`config.mk`:
```
export PLATFORM = sky130hd
export DESIGN_NAME = regspace_router
export DESIGN_NICKNAME = d
export VERILOG_FILES = /design/src/rtl/regspace_pkg.sv /design/src/rtl/region_decode.sv /design/src/rtl/txn_ctrl.sv /design/src/rtl/rdata_mux.sv /design/src/rtl/regspace_router.sv
export SDC_FILE = /design/constraint.sdc
export NUM_CORES = 1
export LEC_CHECK = 0
export BUFFER_PORTS_ARGS = -buffer_cell sky130_fd_sc_hd__buf_2
export CAP_MARGIN = 20
export CORE_AREA = 5 5 185 187
export CTS_CLUSTER_SIZE = 14
export DETAILED_ROUTE_END_ITERATION = 7
export DIE_AREA = 0 0 190 192
export GPL_ROUTABILITY_DRIVEN = 1
export PLACE_DENSITY = 0.56
export SLEW_MARGIN = 5
export SYNTH_ARGS = -nofsm -noshare
export SYNTH_HDL_FRONTEND = slang
export SYNTH_HIERARCHICAL = 1
export SYNTH_SLANG_ARGS = --single-unit
```
`constraint.sdc`:
```
create_clock -name clk -period 3 [get_ports clk]
set_input_delay 0.3 -clock clk [delete_from_list [all_inputs] [get_ports clk]]
set_output_delay 0.3 -clock clk [all_outputs]
set_load 0.05 [all_outputs]
```
`src/rtl/regspace_pkg.sv`:
```
package regspace_pkg;

   // fixed map constants (byte addresses)
   localparam int MAX_PORTS      = 12;
   localparam int FIXED_TGTS     = 2;
   localparam int WIN_PER_PORT   = 4;
   localparam int PAGE_LSB       = 16;
   localparam int RCFG_BASE      = 'h0F000;
   localparam int RSV_PAGE       = 1;
   localparam int CH_FIRST_PAGE  = 2;
   localparam int CLIENT_HI_PAGE = 'hE;
   localparam int PHY_BASE       = 'h4000;
   localparam int RXF_BASE       = 'h7600;
   localparam int TXF_BASE       = 'h7700;
   localparam int HOLE_BASE      = 'h7800;
   localparam int MAC_BASE       = 'h8000;
   localparam logic [31:0] FILL_WORD = 32'hDEAD_BEEF;

   typedef enum logic [1:0] {
      WIN_PHY = 2'd0,
      WIN_RXF = 2'd1,
      WIN_TXF = 2'd2,
      WIN_MAC = 2'd3
   } win_kind_t;

   typedef enum logic [1:0] {
      ST_IDLE = 2'd0,
      ST_BUSY = 2'd1,
      ST_DONE = 2'd2
   } xfer_st_t;

endpackage

```
`src/rtl/region_decode.sv`:
```
module region_decode
   import regspace_pkg::*;
#(
   parameter int ADDR_W    = 20,
   parameter int NUM_PORTS = 2,
   parameter int TGT_W     = 4
) (
   input  logic [ADDR_W-1:0] addr,
   output logic              hit,
   output logic [TGT_W-1:0]  tgt,
   output logic [ADDR_W-1:0] local_off
);

   localparam int PG_W  = ADDR_W - PAGE_LSB;
   localparam int SUB_W = PAGE_LSB;

   logic [PG_W-1:0]      page;
   logic [SUB_W-1:0]     sub;
   logic [NUM_PORTS-1:0] ch_hit;
   logic [3:0]           ch_idx;
   logic                 sub_ok;
   win_kind_t            kind;
   logic [SUB_W-1:0]     win_base;

   assign page = addr[ADDR_W-1:PAGE_LSB];
   assign sub  = addr[SUB_W-1:0];

   // one page comparator per active channel
   for (genvar n = 0; n < NUM_PORTS; n++) begin : g_ch
      assign ch_hit[n] = (page == PG_W'(CH_FIRST_PAGE + n));
   end

   always_comb begin
      ch_idx = '0;
      for (int n = 0; n < NUM_PORTS; n++) begin
         if (ch_hit[n]) ch_idx = 4'(n);
      end
   end

   // window inside a channel page
   always_comb begin
      sub_ok   = 1'b1;
      kind     = WIN_PHY;
      win_base = SUB_W'(PHY_BASE);
      if (sub >= SUB_W'(MAC_BASE)) begin
         kind     = WIN_MAC;
         win_base = SUB_W'(MAC_BASE);
      end else if (sub >= SUB_W'(HOLE_BASE)) begin
         sub_ok = 1'b0;
      end else if (sub >= SUB_W'(TXF_BASE)) begin
         kind     = WIN_TXF;
         win_base = SUB_W'(TXF_BASE);
      end else if (sub >= SUB_W'(RXF_BASE)) begin
         kind     = WIN_RXF;
         win_base = SUB_W'(RXF_BASE);
      end else if (sub < SUB_W'(PHY_BASE)) begin
         sub_ok = 1'b0;
      end
   end

   always_comb begin
      hit       = 1'b0;
      tgt       = '0;
      local_off = addr;
      if (addr[1:0] != 2'b00) begin
         hit = 1'b0;
      end else if (addr < ADDR_W'(RCFG_BASE)) begin
         hit = 1'b1;
      end else if (page == '0) begin
         hit       = 1'b1;
         tgt       = TGT_W'(1);
         local_off = addr - ADDR_W'(RCFG_BASE);
      end else if (page == PG_W'(RSV_PAGE)) begin
         hit = 1'b0;
      end else if (page >= PG_W'(CLIENT_HI_PAGE)) begin
         hit = 1'b1;
      end else if ((|ch_hit) && sub_ok) begin
         hit       = 1'b1;
         tgt       = TGT_W'(FIXED_TGTS) + TGT_W'({ch_idx, 2'b00}) + TGT_W'(kind);
         local_off = ADDR_W'(sub - win_base);
      end
   end

endmodule

```
`src/rtl/txn_ctrl.sv`:
```
module txn_ctrl
   import regspace_pkg::*;
#(
   parameter int ADDR_W = 20,
   parameter int DATA_W = 32,
   parameter int TGT_W  = 4
) (
   input  logic              clk,
   input  logic              rst_n,
   input  logic              m_read,
   input  logic              m_write,
   input  logic [DATA_W-1:0] m_wdata,
   input  logic              dec_hit,
   input  logic [TGT_W-1:0]  dec_tgt,
   input  logic [ADDR_W-1:0] dec_local,
   input  logic              sel_wait,
   input  logic [DATA_W-1:0] sel_rdata,
   output logic              m_waitrequest,
   output logic [DATA_W-1:0] m_rdata,
   output logic              busy,
   output logic              cmd_rd,
   output logic              cmd_wr,
   output logic [TGT_W-1:0]  cmd_tgt,
   output logic [ADDR_W-1:0] cmd_addr,
   output logic [DATA_W-1:0] cmd_wdata
);

   xfer_st_t st;

   always_ff @(posedge clk or negedge rst_n) begin
      if (!rst_n) begin
         st        <= ST_IDLE;
         cmd_rd    <= 1'b0;
         cmd_wr    <= 1'b0;
         cmd_tgt   <= '0;
         cmd_addr  <= '0;
         cmd_wdata <= '0;
         m_rdata   <= '0;
      end else begin
         unique case (st)
            ST_IDLE: begin
               if (m_read || m_write) begin
                  cmd_rd    <= m_read;
                  cmd_wr    <= m_write & ~m_read;
                  cmd_tgt   <= dec_tgt;
                  cmd_addr  <= dec_local;
                  cmd_wdata <= m_wdata;
                  if (dec_hit) begin
                     st <= ST_BUSY;
                  end else begin
                     st <= ST_DONE;
                     if (m_read) m_rdata <= DATA_W'(FILL_WORD);
                  end
               end
            end
            ST_BUSY: begin
               if (!sel_wait) begin
                  if (cmd_rd) m_rdata <= sel_rdata;
                  st <= ST_DONE;
               end
            end
            default: st <= ST_IDLE;
         endcase
      end
   end

   assign m_waitrequest = (st != ST_DONE);
   assign busy          = (st == ST_BUSY);

endmodule

```
`src/rtl/rdata_mux.sv`:
```
module rdata_mux #(
   parameter int DATA_W  = 32,
   parameter int NUM_TGT = 10,
   parameter int TGT_W   = 4
) (
   input  logic [TGT_W-1:0]          sel,
   input  logic [NUM_TGT*DATA_W-1:0] s_rdata,
   input  logic [NUM_TGT-1:0]        s_waitrequest,
   output logic [DATA_W-1:0]         sel_rdata,
   output logic                      sel_wait
);

   logic [DATA_W-1:0]  masked [NUM_TGT];
   logic [NUM_TGT-1:0] wmask;

   for (genvar t = 0; t < NUM_TGT; t++) begin : g_leg
      assign masked[t] = (sel == TGT_W'(t)) ? s_rdata[t*DATA_W +: DATA_W] : '0;
      assign wmask[t]  = (sel == TGT_W'(t)) & s_waitrequest[t];
   end

   always_comb begin
      sel_rdata = '0;
      for (int t = 0; t < NUM_TGT; t++) sel_rdata = sel_rdata | masked[t];
   end

   assign sel_wait = |wmask;

endmodule

```
`src/rtl/regspace_router.sv`:
```
module regspace_router
   import regspace_pkg::*;
#(
   parameter  int ADDR_W    = 20,
   parameter  int DATA_W    = 32,
   parameter  int NUM_PORTS = 2,
   localparam int NUM_TGT   = FIXED_TGTS + WIN_PER_PORT * NUM_PORTS
) (
   input  logic                      clk,
   input  logic                      rst_n,
   input  logic [ADDR_W-1:0]         m_addr,
   input  logic                      m_read,
   input  logic                      m_write,
   input  logic [DATA_W-1:0]         m_wdata,
   output logic [DATA_W-1:0]         m_rdata,
   output logic                      m_waitrequest,
   output logic [ADDR_W-1:0]         s_addr,
   output logic [DATA_W-1:0]         s_wdata,
   output logic [NUM_TGT-1:0]        s_read,
   output logic [NUM_TGT-1:0]        s_write,
   input  logic [NUM_TGT*DATA_W-1:0] s_rdata,
   input  logic [NUM_TGT-1:0]        s_waitrequest
);

   localparam int TGT_W = $clog2(NUM_TGT);

   if (NUM_PORTS < 1 || NUM_PORTS > MAX_PORTS) begin : g_bad_ports
      $error("regspace_router: NUM_PORTS must be 1..12");
   end
   if (ADDR_W != 20) begin : g_bad_addr
      $error("regspace_router: map is fixed to a 20-bit byte address");
   end
   if (DATA_W != 32) begin : g_bad_data
      $error("regspace_router: registers are 32 bits wide");
   end

   logic              dec_hit;
   logic [TGT_W-1:0]  dec_tgt;
   logic [ADDR_W-1:0] dec_local;
   logic              sel_wait;
   logic [DATA_W-1:0] sel_rdata;
   logic              busy;
   logic              cmd_rd;
   logic              cmd_wr;
   logic [TGT_W-1:0]  cmd_tgt;

   region_decode #(
      .ADDR_W(ADDR_W), .NUM_PORTS(NUM_PORTS), .TGT_W(TGT_W)
   ) u_dec (
      .addr(m_addr), .hit(dec_hit), .tgt(dec_tgt), .local_off(dec_local)
   );

   txn_ctrl #(
      .ADDR_W(ADDR_W), .DATA_W(DATA_W), .TGT_W(TGT_W)
   ) u_ctl (
      .clk(clk), .rst_n(rst_n),
      .m_read(m_read), .m_write(m_write), .m_wdata(m_wdata),
      .dec_hit(dec_hit), .dec_tgt(dec_tgt), .dec_local(dec_local),
      .sel_wait(sel_wait), .sel_rdata(sel_rdata),
      .m_waitrequest(m_waitrequest), .m_rdata(m_rdata),
      .busy(busy), .cmd_rd(cmd_rd), .cmd_wr(cmd_wr), .cmd_tgt(cmd_tgt),
      .cmd_addr(s_addr), .cmd_wdata(s_wdata)
   );

   rdata_mux #(
      .DATA_W(DATA_W), .NUM_TGT(NUM_TGT), .TGT_W(TGT_W)
   ) u_mux (
      .sel(cmd_tgt), .s_rdata(s_rdata), .s_waitrequest(s_waitrequest),
      .sel_rdata(sel_rdata), .sel_wait(sel_wait)
   );

   for (genvar t = 0; t < NUM_TGT; t++) begin : g_strobe
      assign s_read[t]  = busy & cmd_rd & (cmd_tgt == TGT_W'(t));
      assign s_write[t] = busy & cmd_wr & (cmd_tgt == TGT_W'(t));
   end

endmodule

```
==> flow_metrics.tcl <==
set metrics [dict create \
    flow.area_growth_from_synthesis_pct 47.1 \
    number_of_slew_limit_violations_in_the_final_report 0 \
    final_layout_size_suffix_gt1_share_pct 54.8 \
    port-buffer-count 490 \
    reg2reg_from "u_ctl/cmd_tgt[0]" \
    die_width_microns 190 \
    placementRows 66 \
    setup_tns_ps 0 \
    run_status "finished, final reports clean" \
    combinational_power_share_pct 42.9 \
    max_slew.worst_pin.slew_ps 1100 \
    critPathKind "flip-flop to flip-flop" \
    internal_power_mw 2.76 \
    yosysWarningCount 6 \
    timing.final.hold_violations 0 \
    setup_slack_ps 152 \
    layout.nets 1592 \
    setup.reg_to_reg.worst_slack_ps 150 \
    cts.repair_timing.setup_buffer_count 0 \
    async_reset_ff_share_pct 100 \
    wire_length_per_cell_after_detailed_routing_microns 25.6 \
    globalRouteOverflowTotal 0 \
    fin_skew_ps 12.8 \
    crit_path_cell_trace "nor2b_1 -> a22o_1 -> a22oi_1 -> o211ai_1 -> nor4bb_4 -> a31oi_2 -> a22o_1" \
    number_of_synthesized_flops_with_an_enable_pin 0 \
    cts-root-to-sink-buffers 2 \
    via_count 8431 \
    worstHoldPathType "input pin to async pin" \
    clkTransAtPathRegs_ps 70 \
    syn_avg_cell_area_sq_um 10.2 \
    pwr_density_cell_mw_per_mm2 465 \
    cts_sinks 92 \
    critical_path.max_fanout 11 \
    drt_iter0_markers 606 \
    dp_hpwl_mm 34.8 \
    share_seq_of_total_power_pct 32.6 \
    antenna_violating_nets_post_route 0 \
    fp.dieArea_sq_mm 0.0365 \
    synth_flop_cell "sky130_fd_sc_hd__dfrtp_1" \
    slowest_cp_cell "sky130_fd_sc_hd__nor2b_1" \
    syn_inst 702 \
    cts_htree_levels 3 \
    chipHeight_microns 192 \
    grt_use_total_pct 21.6 \
    initial_core_util_pct 22.2 \
    synth_area_sq_mm 0.00718 \
    synth.lib_cells_used.distinct 80 \
    yosys_register_bits 92 \
    critPathArrivalTime_ps 3140 \
    ioPinCount 491 \
    clock-root-buffer "sky130_fd_sc_hd__clkbuf_16" \
    timing.critical_path.mode_cell "sky130_fd_sc_hd__a22o_1" \
    ys_top_cells_by_area "sky130_fd_sc_hd__dfrtp_1, sky130_fd_sc_hd__a22oi_1, sky130_fd_sc_hd__mux2_2" \
    worst_slew_margin_rel_pct 26.2 \
    clock_tree_from_tritoncts "done" \
    timing.critical_path.from_type "flip-flop" \
    endpoint_kind "flip-flop" \
    period_minus_slack_ps 2850 \
    setup_repair_after_global_routing_missed_its_margin "no" \
    critical-path-max-stage-delay_ps 670 \
    max_cap_viol_count 0 \
    syn_nets 1101 \
    insertion_delay_ps 360 \
    total_leakage_power_nw 4.85 \
    critical_path.startpoint "u_ctl/cmd_tgt[0]" \
    reg2reg_to "u_ctl/m_rdata[8]" \
    first_pass_iters 6 \
    total_clock_buffers_created_by_cts 9 \
    setup_violations_final 0 \
    required_ps 3290 \
    preCtsSetupSlack_ps -169 \
    number_of_global_route_vias_before_repair 8659 \
    synth_commonest_cells "sky130_fd_sc_hd__dfrtp_1, sky130_fd_sc_hd__a22oi_1, sky130_fd_sc_hd__nor2_1" \
    maxClockFrequency_ghz 0.351 \
    gp_routability_congestion 0.925 \
    final_worst_path_period_share_pct 94.9 \
    final_design_area_no_fill_sq_mm 0.0106 \
    fp.coreArea_sq_mm 0.0323 \
    maximum_number_of_pins_on_one_net_before_global_route_repair 54 \
    worst_r2r_path_depth 7 \
    dpl-instance-area_sq_mm 0.0102 \
    fillCellCount 3447 \
    power_frac_clock_pct 24.5 \
    synthMostInstantiatedCell "sky130_fd_sc_hd__dfrtp_1" \
    seq_area_frac_synth_pct 32.1 \
    fin_total_pwr_mw 4.91 \
    synthDominantAreaCellType "sky130_fd_sc_hd__dfrtp_1" \
    net-switching-power_mw 2.14 \
    p_sw_share_pct 43.7 \
    vdd.ir_drop.worst_uv 418 \
    antenna_found_initial 16 \
    drt_drc_violations_left 0 \
    synthDominantCellAreaShare_pct 32.1 \
    first_pass_grt_wire_length_mm 57.9 \
    via_per_inst 5.11 \
    finalWirelength_mm 42.2 \
]
[cells in the final DEF, fill, tap and decap left out, types with 21 or more instances in the layout]
| cell | n |
|---|---|
| sky130_fd_sc_hd__buf_2 | 489 |
| sky130_fd_sc_hd__mux2_2 | 44 |
| sky130_fd_sc_hd__buf_4 | 59 |
| sky130_fd_sc_hd__a22oi_1 | 89 |
| sky130_fd_sc_hd__dfrtp_1 | 90 |
| sky130_fd_sc_hd__a22o_1 | 30 |
| sky130_fd_sc_hd__nor2_1 | 50 |
| sky130_fd_sc_hd__o22ai_1 | 21 |
| sky130_fd_sc_hd__o22a_1 | 30 |
| sky130_fd_sc_hd__mux2_1 | 31 |
[power groups by stage]
| stage | Sequential [mW] | Clock [mW] | Combinational [mW] |
|---|---|---|---|
| 2_1_floorplan | 2.39 | 0 | 0.585 |
| 3_3_place_gp | 1.62 | 0 | 2.11 |
| 3_5_place_dp | 1.62 | 0 | 2.12 |
| 4_1_cts | 1.60 | 1.26 | 2.13 |
| 5_1_grt | 1.63 | 1.30 | 2.22 |
| 6_report | 1.60 | 1.20 | 2.11 |
[cells by family (layout without fill, tap and decap cells)]
kind of cell               Yosys count  count (layout)  share of synthesized area (%)
xor gates and xnor gates             4               4                          0.488
AOI/OAI and AO/OA                  265             265                           29.4
muxes                               96              96                           15.5
buffers and inverters               79             575                           7.06
DFF                                 92              92                           32.1
adders and majority gates           13              13                           2.37
other                                0              10                              0
and+or+nand+nor                    153             153                           13.1
[per-stage QoR]
step / hold WS (ps) / std cells / util (%)
after floorplan: 4.41 / 702 / -
after global placement: 439 / 1624 / 31.7
after detailed placement: 446 / 1624 / 31.7
after CTS: 61.7 / 1640 / 32.6
after global routing: 66.6 / 1648 / 32.7
final: 9.77 / 1650 / 32.7
[worst max-delay path, delay by kind of cell, from the launching register on]
kind / cells / cell delay, ps
AOI/OAI and AO/OA: 5 / 1460
DFF: 1 / 520
and+or+nand+nor: 2 / 800
[per-layer routing]
layer,global-route usage (%),part of all wire (%)
met1,24.2,37
met2,38.4,51
met3,5.76,8.2
met4,9.74,4.1
met5,0,0.14
[how the worst max path moves through the flow]
stage                          to  slack (ps)  cells past startpoint
6_report         u_ctl/m_rdata[8]         150                      7
5_1_grt        u_ctl/cmd_addr[19]          70                     13
4_1_cts          u_ctl/m_rdata[8]         140                      7
3_5_place_dp   u_ctl/cmd_addr[19]        -170                     13
3_3_place_gp   u_ctl/cmd_addr[19]        -120                     13
2_1_floorplan  u_ctl/cmd_addr[19]          30                     13
[final cells by class]
type                            instances  area, sq um  area share [%]
Multi-Input combinational cell        531         4410            41.8
Tap cell                              442          553            5.24
Timing Repair Buffer                  550         2930            27.8
Clock buffer                           10          239            2.26
Inverter                                9         33.8           0.320
Sequential cell                        92         2310            21.9
Clock inverter                          6         55.1           0.521
Antenna cell                           10         25.0           0.237
[sequential cells by signal (all words and copies together), names as in the netlist]
name / cells
u_ctl/cmd_addr: 20
u_ctl/cmd_rd: 1
u_ctl/cmd_tgt: 4
u_ctl/cmd_wdata: 32
u_ctl/cmd_wr: 1
u_ctl/m_rdata: 32
u_ctl/st: 2
[what timing repair did]
action	in CTS	in global routing
hold buffers	0	0
resized for setup	0	2
setup endpoints to repair	0	3
Power figures use the tool's default switching activity.
